`src/rtl/stack_cpu_pkg.sv`:
```
package stack_cpu_pkg;

  typedef enum logic [3:0] {
    OP_HALT = 4'd0,
    OP_PUSH = 4'd1,
    OP_POP  = 4'd2,
    OP_ADD  = 4'd3,
    OP_MUL  = 4'd4
  } op_e;

  // strobes from control to datapath, all single-cycle
  typedef struct packed {
    logic incPc;       // advance the program counter
    logic incInstr;    // count an instruction-word fetch
    logic incData;     // count a data-word transfer
    logic useOperand;  // address the memory with the fetched operand word
    logic pushMem;     // push the returned read data
    logic popStore;    // drop top of stack after it was stored
    logic doAdd;       // replace top two with sum
    logic doMul;       // replace top two with product
  } ctrl_t;

endpackage

```
`src/rtl/stack_cpu_dp.sv`:
```
module stack_cpu_dp
  import stack_cpu_pkg::*;
#(
  parameter int DW    = 16,
  parameter int AW    = 16,
  parameter int DEPTH = 8,
  parameter int CW    = 32
) (
  input  logic                       clk,
  input  logic                       rst,
  input  ctrl_t                      ctrl,
  input  logic [DW-1:0]              memRdata,
  output logic [AW-1:0]              memAddr,
  output logic [DW-1:0]              memWdata,
  output logic [$clog2(DEPTH):0]     spCount,
  output logic [CW-1:0]              instrCount,
  output logic [CW-1:0]              dataCount
);
  localparam int PW = $clog2(DEPTH);
  localparam int SW = PW + 1;

  logic [DW-1:0]   stackMem [DEPTH];
  logic [SW-1:0]   sp;
  logic [AW-1:0]   pc;
  logic [SW-1:0]   spM1, spM2;
  logic [DW-1:0]   tos, nos, aluOut;
  logic [2*DW-1:0] prod;

  assign spM1 = sp - SW'(1);
  assign spM2 = sp - SW'(2);
  assign tos  = stackMem[spM1[PW-1:0]];
  assign nos  = stackMem[spM2[PW-1:0]];
  assign prod = {{DW{1'b0}}, tos} * {{DW{1'b0}}, nos};
  assign aluOut = ctrl.doMul ? prod[DW-1:0] : DW'(tos + nos);

  // operand word is an address; AW must not exceed DW
  assign memAddr  = ctrl.useOperand ? memRdata[AW-1:0] : pc;
  assign memWdata = tos;
  assign spCount  = sp;

  always_ff @(posedge clk) begin
    if (ctrl.pushMem)
      stackMem[sp[PW-1:0]] <= memRdata;
    else if (ctrl.doAdd || ctrl.doMul)
      stackMem[spM2[PW-1:0]] <= aluOut;
  end

  always_ff @(posedge clk) begin
    if (rst) begin
      sp         <= '0;
      pc         <= '0;
      instrCount <= '0;
      dataCount  <= '0;
    end else begin
      if (ctrl.incPc)    pc         <= pc + AW'(1);
      if (ctrl.incInstr) instrCount <= instrCount + CW'(1);
      if (ctrl.incData)  dataCount  <= dataCount + CW'(1);
      if (ctrl.pushMem)
        sp <= sp + SW'(1);
      else if (ctrl.popStore || ctrl.doAdd || ctrl.doMul)
        sp <= spM1;
    end
  end
endmodule

```
`src/rtl/stack_cpu_ctrl.sv`:
```
module stack_cpu_ctrl
  import stack_cpu_pkg::*;
#(
  parameter int DW    = 16,
  parameter int DEPTH = 8
) (
  input  logic                   clk,
  input  logic                   rst,
  input  logic [DW-1:0]          memRdata,
  input  logic [$clog2(DEPTH):0] spCount,
  output ctrl_t                  ctrl,
  output logic                   memRd,
  output logic                   memWr,
  output logic                   halted,
  output logic                   underflowFlag,
  output logic                   overflowFlag,
  output logic                   badOpFlag
);
  localparam int SW = $clog2(DEPTH) + 1;

  typedef enum logic [2:0] {
    ST_FETCH, ST_DECODE, ST_OPERAND, ST_LOAD, ST_HALT
  } state_e;

  state_e state, nextState;
  op_e    opReg, curOp;
  logic   rdReq, wrReq;
  logic   setUnf, setOvf, setBad;

  assign curOp = op_e'(memRdata[3:0]);

  always_comb begin
    ctrl      = '0;
    rdReq     = 1'b0;
    wrReq     = 1'b0;
    setUnf    = 1'b0;
    setOvf    = 1'b0;
    setBad    = 1'b0;
    nextState = state;
    unique case (state)
      ST_FETCH: begin
        rdReq         = 1'b1;
        ctrl.incPc    = 1'b1;
        ctrl.incInstr = 1'b1;
        nextState     = ST_DECODE;
      end
      ST_DECODE: begin
        case (curOp)
          OP_HALT: nextState = ST_HALT;
          OP_PUSH, OP_POP: begin
            if (curOp == OP_PUSH && spCount == SW'(DEPTH)) begin
              setOvf    = 1'b1;
              nextState = ST_HALT;
            end else if (curOp == OP_POP && spCount == '0) begin
              setUnf    = 1'b1;
              nextState = ST_HALT;
            end else begin
              rdReq         = 1'b1;
              ctrl.incPc    = 1'b1;
              ctrl.incInstr = 1'b1;
              nextState     = ST_OPERAND;
            end
          end
          OP_ADD, OP_MUL: begin
            if (spCount < SW'(2)) begin
              setUnf    = 1'b1;
              nextState = ST_HALT;
            end else begin
              ctrl.doAdd = (curOp == OP_ADD);
              ctrl.doMul = (curOp == OP_MUL);
              nextState  = ST_FETCH;
            end
          end
          default: begin
            setBad    = 1'b1;
            nextState = ST_HALT;
          end
        endcase
      end
      ST_OPERAND: begin
        ctrl.useOperand = 1'b1;
        ctrl.incData    = 1'b1;
        if (opReg == OP_PUSH) begin
          rdReq     = 1'b1;
          nextState = ST_LOAD;
        end else begin
          wrReq         = 1'b1;
          ctrl.popStore = 1'b1;
          nextState     = ST_FETCH;
        end
      end
      ST_LOAD: begin
        ctrl.pushMem = 1'b1;
        nextState    = ST_FETCH;
      end
      default: nextState = ST_HALT;
    endcase
  end

  always_ff @(posedge clk) begin
    if (rst) begin
      state         <= ST_FETCH;
      opReg         <= OP_HALT;
      underflowFlag <= 1'b0;
      overflowFlag  <= 1'b0;
      badOpFlag     <= 1'b0;
    end else begin
      state <= nextState;
      if (state == ST_DECODE) opReg <= curOp;
      if (setUnf) underflowFlag <= 1'b1;
      if (setOvf) overflowFlag  <= 1'b1;
      if (setBad) badOpFlag     <= 1'b1;
    end
  end

  assign memRd  = rdReq & ~rst;
  assign memWr  = wrReq & ~rst;
  assign halted = (state == ST_HALT);
endmodule

```
`src/rtl/stack_cpu.sv`:
```
module stack_cpu
  import stack_cpu_pkg::*;
#(
  parameter int DW    = 16,
  parameter int AW    = 16,
  parameter int DEPTH = 8,
  parameter int CW    = 32
) (
  input  logic          clk,
  input  logic          rst,
  output logic [AW-1:0] memAddr,
  input  logic [DW-1:0] memRdata,
  output logic [DW-1:0] memWdata,
  output logic          memRd,
  output logic          memWr,
  output logic          halted,
  output logic          underflowFlag,
  output logic          overflowFlag,
  output logic          badOpFlag,
  output logic [CW-1:0] instrCount,
  output logic [CW-1:0] dataCount
);
  ctrl_t                  ctrl;
  logic [$clog2(DEPTH):0] spCount;

  stack_cpu_ctrl #(.DW(DW), .DEPTH(DEPTH)) u_ctrl (
    .clk(clk), .rst(rst), .memRdata(memRdata), .spCount(spCount),
    .ctrl(ctrl), .memRd(memRd), .memWr(memWr), .halted(halted),
    .underflowFlag(underflowFlag), .overflowFlag(overflowFlag),
    .badOpFlag(badOpFlag)
  );

  stack_cpu_dp #(.DW(DW), .AW(AW), .DEPTH(DEPTH), .CW(CW)) u_dp (
    .clk(clk), .rst(rst), .ctrl(ctrl), .memRdata(memRdata),
    .memAddr(memAddr), .memWdata(memWdata), .spCount(spCount),
    .instrCount(instrCount), .dataCount(dataCount)
  );
endmodule

```
`config.mk`:
```
export PLATFORM = sky130hd
export DESIGN_NAME = stack_cpu
export DESIGN_NICKNAME = d
export VERILOG_FILES = /design/src/rtl/stack_cpu_pkg.sv /design/src/rtl/stack_cpu_dp.sv /design/src/rtl/stack_cpu_ctrl.sv /design/src/rtl/stack_cpu.sv
export SDC_FILE = /design/constraint.sdc
export NUM_CORES = 1
export LEC_CHECK = 0
export BUFFER_PORTS_ARGS = -buffer_cell sky130_fd_sc_hd__buf_2
export CORE_MARGIN = 2
export CORE_UTILIZATION = 66
export DETAILED_ROUTE_END_ITERATION = 7
export PLACE_DENSITY = 0.94
export SYNTH_ARGS = -nofsm -noshare
export SYNTH_HDL_FRONTEND = slang
export SYNTH_SLANG_ARGS = --single-unit
```
`constraint.sdc`:
```
create_clock -name clk -period 15.1 [get_ports clk]
set_clock_uncertainty 0.1 [all_clocks]
set_input_delay 3.02 -clock clk [delete_from_list [all_inputs] [get_ports clk]]
set_output_delay 3.02 -clock clk [all_outputs]
set_load 0.01 [all_outputs]
```
== Yosys cells after proc, flatten, opt, wreduce, memory -nomap -nowiden ==
Memory sizes are Yosys's and may differ from the RTL's.
Index checks and enable logic that the tools add are counted.
Cells by class
  add/subtract/negate cells: 7
  multipliers: 1
  divide/modulo/power cells: 0
  magnitude comparators: 1
  equal/unequal tests: 10
  shifts and indexed selects: 0
  multiplexer cells: 44
  bitwise logic cells: 3
  reductions and logical operators: 13
Operators with widths (count)
  $add A32 B1 Y32 const B: 2
  $mux W16: 3
  $mux W1: 22
  $add A16 B1 Y16 const B: 1
  $add A16 B16 Y16: 1
  $mul A16 B16 Y16: 1
  $mux W2: 8
  $reduce_or A16 Y1: 1
  $mux W3: 4
  $pmux W3 S4: 1
  $eq A4 B1 Y1 const B: 2
  $eq A4 B2 Y1 const B: 2
  $logic_not A4 Y1: 2
  $mux W4: 2
  $eq A3 B2 Y1 const B: 2
  $pmux W3 S2: 1
  $reduce_or A5 Y1: 1
  $add A4 B1 Y4 const B: 1
  $eq A4 B3 Y1 const B: 1
  $eq A4 B4 Y1 const B: 1
  $lt A4 B2 Y1 const B: 1
  $pmux W2 S2: 1
  $reduce_or A2 Y1: 2
  $sub A4 B1 Y4 const B: 1
  11 further kinds: 15
Word-level totals
  flip-flop bits (word level): 94
  bits in latches: 0
  memory bits (writable): 128
  bits in read-only memories: 0
  input port bits: 18
  output and inout port bits: 102
  logic and storage cells: 89
  memories kept: 1
Memories
  u_dp.stackMem: words 8, width 16, read ports 2, clocked after Yosys merged registers in 0, wr ports 1, line stack_cpu_dp.sv:22  | logic [DW-1:0] stackMem [DEPTH];

== Logic depth before layout (Yosys ltp) ==
Gate-level depths: netlist (run 1).
  depth after elaboration: 10
  gate-level depth with buffers: 35
  gate-level depth less buffers: 28

== Modules after synthesis ==
A second synthesis (run 1) with hierarchy kept.
Unflattened totals
  cells, all modules: 1380
  area total of the unflattened synthesis: 15138.3 um^2
Modules (own cells, without submodules)
  stack_cpu_dp: times used 1, cells an instance 1303, area each 14502.7 um^2, sequential area each 5525.3 um^2
  stack_cpu_ctrl: times used 1, cells an instance 77, area each 635.6 um^2, sequential area each 200.2 um^2

== Worst setup path after synthesis (run 1) ==
OpenSTA, ideal clock, no wires.
  path type: reg2reg
  start point: register u_dp.sp[0] (netlist: u_dp.spCount[0])
  end point: memory u_dp.stackMem[0][15] (data pin)
  setup time: 0.277 ns
  arrival time: 7.824 ns
  data required time: 14.723 ns
  path slack: 6.898 ns
  stages on the path, launching flop included: 33
  buffers on the path: 7
  clock period less this slack: 8.202 ns
  path through: dfxtp_1 > buf_6 > buf_12 > buf_6 > buf_6 > buf_2 > inv_1 > ha_1 > buf_2 > buf_4 > mux4_2 > mux2i_2 > inv_2 > ha_1 > inv_1 > fa_1 > fa_1 > inv_1 > fa_1 > fa_1 > inv_1 > fa_1 > fa_1 > xor2_1 > xnor2_1 > xnor2_1 > xnor2_1 > xnor2_2 > xnor3_1 > xnor2_1 > xor2_1 > a21oi_1 > a32o_1
On the way
  elaborated cells on any way between the ends: 16
  classes of those cells: 3 x add/sub; 1 x mul; 1 x order compare; 8 x mux; 2 x reduce/logical; 1 x memory
RTL lines
  start: declaration: line stack_cpu_dp.sv:23  | logic [SW-1:0] sp;
  start signal: assignment: line stack_cpu_dp.sv:59  | sp <= sp + SW'(1);
  start signal: assignment: line stack_cpu_dp.sv:61  | sp <= spM1;
  $sub A4 B1 Y4 *: line stack_cpu_dp.sv:29  | assign spM1 = sp - SW'(1);
  $mem_v2 Z8 W16 *
  named net memWdata[7]: line stack_cpu.sv:13  | output logic [DW-1:0] memWdata,
  $mul A16 B16 Y16 / $add A16 B16 Y16 (equally long branches): line stack_cpu_dp.sv:33, stack_cpu_dp.sv:34
  $mux W16 *: line stack_cpu_dp.sv:34  | assign aluOut = ctrl.doMul ? prod[DW-1:0] : DW'(tos + nos);
  $mux W16 (no line) *
  end: declaration: line stack_cpu_dp.sv:22
The timed path passes the listed nets; every way through them passes the cells marked *.

== Worst setup path in the final report (run 1) ==
  start point: register u_dp.sp[0] (netlist: u_dp.spCount[0])
  end point: memory u_dp.stackMem[1][15] (data pin)
On the way
  word-level cells in the longest chain between the ends: 10
  elaborated cells on any way between the ends: 16
  classes of those cells: 3 x add/sub; 1 x mul; 1 x order compare; 8 x mux; 2 x reduce/logical; 1 x memory
Ends and longest elaborated chain
  parallel branches: the longest is 9 deep, another holds $mem_v2 Z8 W16
  $mux W16 (no line) *
Every way passes the cells marked *.

==> run_results.csv, run 1 <==
group,metric,value,unit
setup_path,critPathMostFrequentCell,"fa_1",
global_route,grt_overflow,0,
clock_network,root_buffer,"clkbuf_16",
setup_path,r2r_start,"u_dp.spCount[0]",
floorplanning,ioPinCount,120,
global_route,grt_pass1_wl,62.1,mm
yosys,synth_cell_types,63,
clock_network,clk_path_buf_depth,3,
yosys,yosysTopAreaCell,"edfxtp_1",
detailed_routing,firstDrtPassIters,6,
floorplanning,die_x,155,um
detailed_routing,vias_per_cell,6.48,
yosys,yosys.area.top_type_share,25.4,%
timing,setup_tns,0,ps
setup_path,crit_arrival,9910,ps
setup_path,worstSetupPathType,"reg2reg",
setup_path,critPathLaunchType,"flip-flop",
setup_path,cp_max_fo,72,
yosys,ys_top_cells_by_area,"edfxtp_1, dfxtp_1, fa_1, mux4_2, ha_1",
layout,drive_above_1_share,18.5,%
min_path,min-delay-path-class,"reg2reg",
yosys,syn_nets,1567,
status,outcome,"completed",
yosys,post-synth-top-count-cell,"nor2_1",
yosys,synth_cells,1395,
clock_network,post_cts.repair.setup_buffers,0,
timing,fin_crit,9790,ps
yosys,seq_area_frac_synth,37.8,%
place,gp_congestion,0.982,
global_route,grt_max_degree,97,
layout,diodes,0,
yosys,ys.warnings.count,0,
clock_network,cts_tree,"yes",
place,port-buffer-count,119,
place,post-dp-hpwl,28.4,mm
clock_network,numCtsBuffers,23,
clock_network,clkSinkCount,222,
detailed_routing,postRouteAntennaNets,0,
floorplanning,dieArea,24200,um^2
timing,hold_violations,0,
timing,worst_pin_slew,1200,ps
timing,slew_headroom,20.2,%
setup_path,crit_required,15230,ps
setup_path,slowest_delay,1130,ps
global_route,grt_usage,33.2,%
clock_network,cts_resized,0,
floorplanning,core,22600,um^2
floorplanning,rows,55,
setup_path,slowest_stage,"dfxtp_4",
yosys,ys.flop_type,"edfxtp_1",
setup_path,rr_worst_depth,26,
clock_network,clk_latency,530,ps
global_route,antenna_found_initial,0,
yosys,syn_avg_cell_area,10.9,um^2
detailed_routing,via_count,11691,
yosys,async_flop_share,0,%
min_path,worstHoldStart,"u_ctrl.underflowFlag",
yosys,synthesis.area,15100,um^2
clock_network,path_clk_slew,70,ps
layout,layout.nets,1675,
setup_path,critPathCaptureType,"flip-flop",
clock_network,cts_hold_buf,0,
power,ir_drop,0.102,mV
yosys,synth_common_cells,"nor2_1, inv_1, nand2_1, edfxtp_1, dfxtp_1",
detailed_routing,drt_first_iter_violations,1266,
clock_network,cts-htree-levels,1,
timing,final-setup-viol-count,0,
detailed_routing,drc,0,
setup_path,startpoint,"u_dp.spCount[0]",
floorplanning,die_height,155,um
min_path,worstHoldPathCells,2,
flow_run,maxCapViolCount,0,
detailed_routing,wire_per_inst,22.2,um
power,power_density,105,nW/um^2
global_route,grt_pass1_vias,11865,
timing,drv_slew,0,
layout,fin_util,73.8,%
detailed_routing,wl,40.0,mm
timing,clock.fmax,0.102,GHz
yosys,ys_seq_elements,222,
yosys,synth_edf_count,128,
timing,rsz0062_at_grt,"false",
power,power.leakage,6.95,nW
floorplanning,initial_core_util,67.1,%
timing,timing.final.crit_share,64.8,%
layout,area_growth,10.1,%
kinds of logic after synthesis:
| group | Yosys count | synth area share [%] |
|---|---|---|
| multiplexers | 115 | 14.2 |
| buffers and inverters | 203 | 5.71 |
| XOR/XNOR | 112 | 6.84 |
| flip-flops | 222 | 37.8 |
| AO/OA/AOI/OAI | 129 | 4.84 |
| adder cells (fa/ha/maj) | 154 | 16.7 |
| AND/OR/NAND/NOR | 460 | 13.8 |
final timing paths:
kind,to,slack (ps)
worst max-delay path,u_dp.stackMem[1][15],5310
worst min-delay path,u_ctrl.underflowFlag,360
worst max register to register,u_dp.stackMem[1][15],5310
worst min register to register,u_ctrl.underflowFlag,360
power breakdown:
group,total [mW],switching [mW],internal (mW)
logic,0.537,0.315,0.222
clock network,0.561,0.242,0.319
registers,0.652,0.00797,0.644
total,1.75,0.566,1.19
metal layers:
metal  track usage, %  vias up  share of wire, %  wire (um)
li1                 -     5015                 -          -
met1             40.3     5595                35      13900
met2             56.2      850                49      19500
met3             7.13      231                10       4110
met4             17.2        0               6.3       2530
met5                0        -                 0          0
worst max-delay path, delay by kind of cell, from the launching register on:
kind                       cells  cell delay [ps]
AOI/OAI and AO/OA              2              510
muxes                          2              930
DFF                            1             1130
buffers and inverters          6             1200
adders and majority gates      8             4100
xor gates and xnor gates       8             1470
layout make-up:
type                       instances  area, um^2
clock buffer                      28         594
clock inverter                    14         150
fill                            1317        5900
inverter                         151         569
multi-input combinational        970        8550
sequential                       222        5730
tap                              285         357
timing repair buffer             135         716
placed cells by master, fill, tap and decap left out, types with 18 or more instances in the layout:
cell type | Yosys | layout
nor2_1 | 174 | 174
inv_1 | 132 | 132
nand2_1 | 132 | 132
edfxtp_1 | 128 | 128
buf_2 | 9 | 119
dfxtp_1 | 94 | 92
fa_1 | 81 | 81
ha_1 | 73 | 73
xor2_1 | 55 | 55
a21oi_1 | 54 | 54
xnor2_1 | 53 | 53
mux4_2 | 49 | 49
nand3_1 | 31 | 31
and3_1 | 24 | 24
clkbuf_16 | 0 | 23
o21ai_1 | 22 | 22
or3_1 | 22 | 22
mux2_2 | 21 | 21
nor3_1 | 21 | 21
o21ai_0 | 20 | 20
inv_2 | 18 | 18
flip-flops by register name, summed over array words and instances, names as in the netlist, 3 cells and up:
name             count
u_dp.spCount         4
u_ctrl.state         3
u_dp.instrCount     32
u_dp.dataCount      32
u_ctrl.opReg         4
u_dp.stackMem      128
u_dp.pc             16
stage by stage:
step	setup slack, ps	cells	power, mW	hold slack [ps]	area, um^2
after global routing	4760	1805	1.84	390	16700
after global placement	5810	1763	1.16	341	15900
after CTS	5360	1805	1.75	366	16700
after detailed placement	5430	1763	1.19	355	15900
after floorplan	6900	1395	1.06	332	15100
final	5310	1805	1.75	364	16700
(Power assumes the default switching activity.)
==> run 2, diff against run 1 <==
--- a/config.mk
+++ b/config.mk
@@ -7,9 +7,9 @@
 export LEC_CHECK = 0
 export BUFFER_PORTS_ARGS = -buffer_cell sky130_fd_sc_hd__buf_2
 export CORE_MARGIN = 2
-export CORE_UTILIZATION = 66
+export CORE_UTILIZATION = 62
 export DETAILED_ROUTE_END_ITERATION = 7
-export PLACE_DENSITY = 0.94
+export PLACE_DENSITY = 0.89
 export SYNTH_ARGS = -nofsm -noshare
 export SYNTH_HDL_FRONTEND = slang
 export SYNTH_SLANG_ARGS = --single-unit
==> constraint.sdc (replaced) <==
create_clock -name clk -period 10 [get_ports clk]
set_clock_uncertainty 0.1 [all_clocks]
set_input_delay 2 -clock clk [delete_from_list [all_inputs] [get_ports clk]]
set_output_delay 2 -clock clk [all_outputs]
set_load 0.01 [all_outputs]
==> run 2 against run 1 <==
Die area is 6.3% higher. Largest cell class unchanged. Fmax is 8.6% higher. Combinational power is 51% higher. Register-to-register slack worse by 4300 ps.
==> run_results.csv, run 2 (synthesis results as in run 1) <==
group,metric,value,unit
floorplanning,rows,57,
layout,layout.nets,1676,
detailed_routing,via_count,11491,
setup_path,cp_num_buf_inv,6,
clock_network,clk_path_buf_depth,3,
setup_path,rr_worst_depth,26,
detailed_routing,vias_per_cell,6.23,
layout,diodes,0,
setup_path,slowest_stage,"ha_1",
detailed_routing,wire_per_inst,22.0,um
timing,worst_pin_slew,1010,ps
timing,drv_slew,0,
power,power.leakage,6.97,nW
setup_path,critPathMostFrequentCell,"fa_1",
clock_network,cts-htree-levels,1,
timing,setup_tns,0,ps
clock_network,path_clk_slew,60,ps
floorplanning,die_x,160,um
timing,fin_crit,9010,ps
layout,largest_reg_flops,128,
timing,final-setup-viol-count,0,
timing,rsz0062_at_grt,"false",
power,power_density,157,nW/um^2
layout,area_growth,10.4,%
setup_path,worstSetupPathType,"reg2reg",
clock_network,clkSinkCount,222,
global_route,grt_pass1_vias,12026,
clock_network,cts_tree,"yes",
floorplanning,die_height,160,um
setup_path,crit_arrival,9150,ps
place,port-buffer-count,119,
setup_path,cp_max_fo,20,
setup_path,cp_top_family,"adder cells",
floorplanning,core,24200,um^2
setup_path,slowest_delay,760,ps
status,outcome,"completed",
layout,nFillCells,1591,
layout,layout_common_cells,"nor2_1, inv_1, nand2_1",
global_route,grt_pass1_wl,64.5,mm
timing,slew_headroom,32.9,%
layout,drive_above_1_share,18.6,%
setup_path,path_depth,26,
clock_network,clk_latency,530,ps
place,gp_congestion,0.950,
clock_network,root_buffer,"clkbuf_16",
flow_run,maxCapViolCount,0,
detailed_routing,firstDrtPassIters,5,
clock_network,numCtsBuffers,23,
layout,final_common_cell,"nor2_1",
clock_network,cts_resized,0,
timing,timing.final.crit_share,90.1,%
detailed_routing,drt_first_iter_violations,1431,
clock_network,cts_hold_buf,0,
global_route,antenna_found_initial,0,
place,post-dp-hpwl,28.6,mm
detailed_routing,wl,40.5,mm
setup_path,critPathCaptureType,"flip-flop",
floorplanning,dieArea,25700,um^2
floorplanning,ioPinCount,120,
min_path,worstHoldPathCells,2,
detailed_routing,postRouteAntennaNets,0,
clock_network,post_cts.repair.setup_buffers,0,
timing,hold_violations,0,
timing,hold_ws,366,ps
detailed_routing,drc,0,
min_path,min-delay-path-class,"reg2reg",
setup_path,crit_required,10140,ps
timing,clock.fmax,0.111,GHz
global_route,grt_overflow,0,
floorplanning,initial_core_util,62.6,%
global_route,grt_usage,32.0,%
global_route,grt_max_degree,97,
power,ir_drop,0.0975,mV
setup_path,critPathLaunchType,"flip-flop",
setup_path,reg2reg_slack,990,ps
==> run 2: path summary, 6_finish.rpt <==
path	startpoint	to
hold / removal	u_ctrl.opReg[3]	u_ctrl.opReg[3]
setup reg to reg	u_dp.spCount[0]	u_dp.stackMem[7][15]
setup / recovery	u_dp.spCount[0]	u_dp.stackMem[7][15]
hold reg to reg	u_ctrl.opReg[3]	u_ctrl.opReg[3]
==> run 2: worst register-to-register path, stage by stage (launching register included) <==
cell and delay [ps]:
dfxtp_4 540, inv_1 230, ha_1 760, buf_4 470
mux4_2 580, mux2i_2 360, inv_2 130, ha_1 240
inv_1 120, fa_1 430, fa_1 520, inv_1 50
fa_1 480, fa_1 560, inv_1 60, fa_1 510
fa_1 450, xor2_1 160, xnor2_1 210, xnor2_1 120
xnor2_1 290, xnor2_2 160, xnor3_1 240, xnor2_1 200
xor2_1 210, a21oi_1 110, a32o_1 400
==> run 2: final cells by class <==
class	count	area (um^2)	area share [%]
clock buffers	31	627	3.75
clock inverters	11	110	0.659
inverters	151	569	3.41
multi-input cells	970	8550	51.2
flip-flops and latches	222	5730	34.3
well taps	324	405	2.43
repair buffers	136	723	4.33
==> run 2: where the power goes <==
part	switching (mW)	internal (mW)
Combinational	0.467	0.343
Sequential	0.00996	0.973
Clock	0.364	0.474
Total	0.840	1.79
==> run 2: stage by stage <==
step	power, mW	std cells	cell area [um^2]	setup slack, ps	util [%]
finish	2.63	1845	16700	988	69.1
global route	2.76	1845	16700	563	69.1
CTS	2.62	1845	16700	1080	69.1
detailed placement	1.79	1803	16000	1190	66.1
global placement	1.76	1803	16000	1480	66.1
floorplan	1.60	1395	15100	1800	-
==> run 2: layer usage <==
metal	GRT usage [%]	vias to the layer above	wire (um)
met5	0	-	0
met4	15.6	0	2190
met3	6.91	163	4020
met2	53.6	763	19700
met1	39.8	5544	14600
li1	-	5021	-
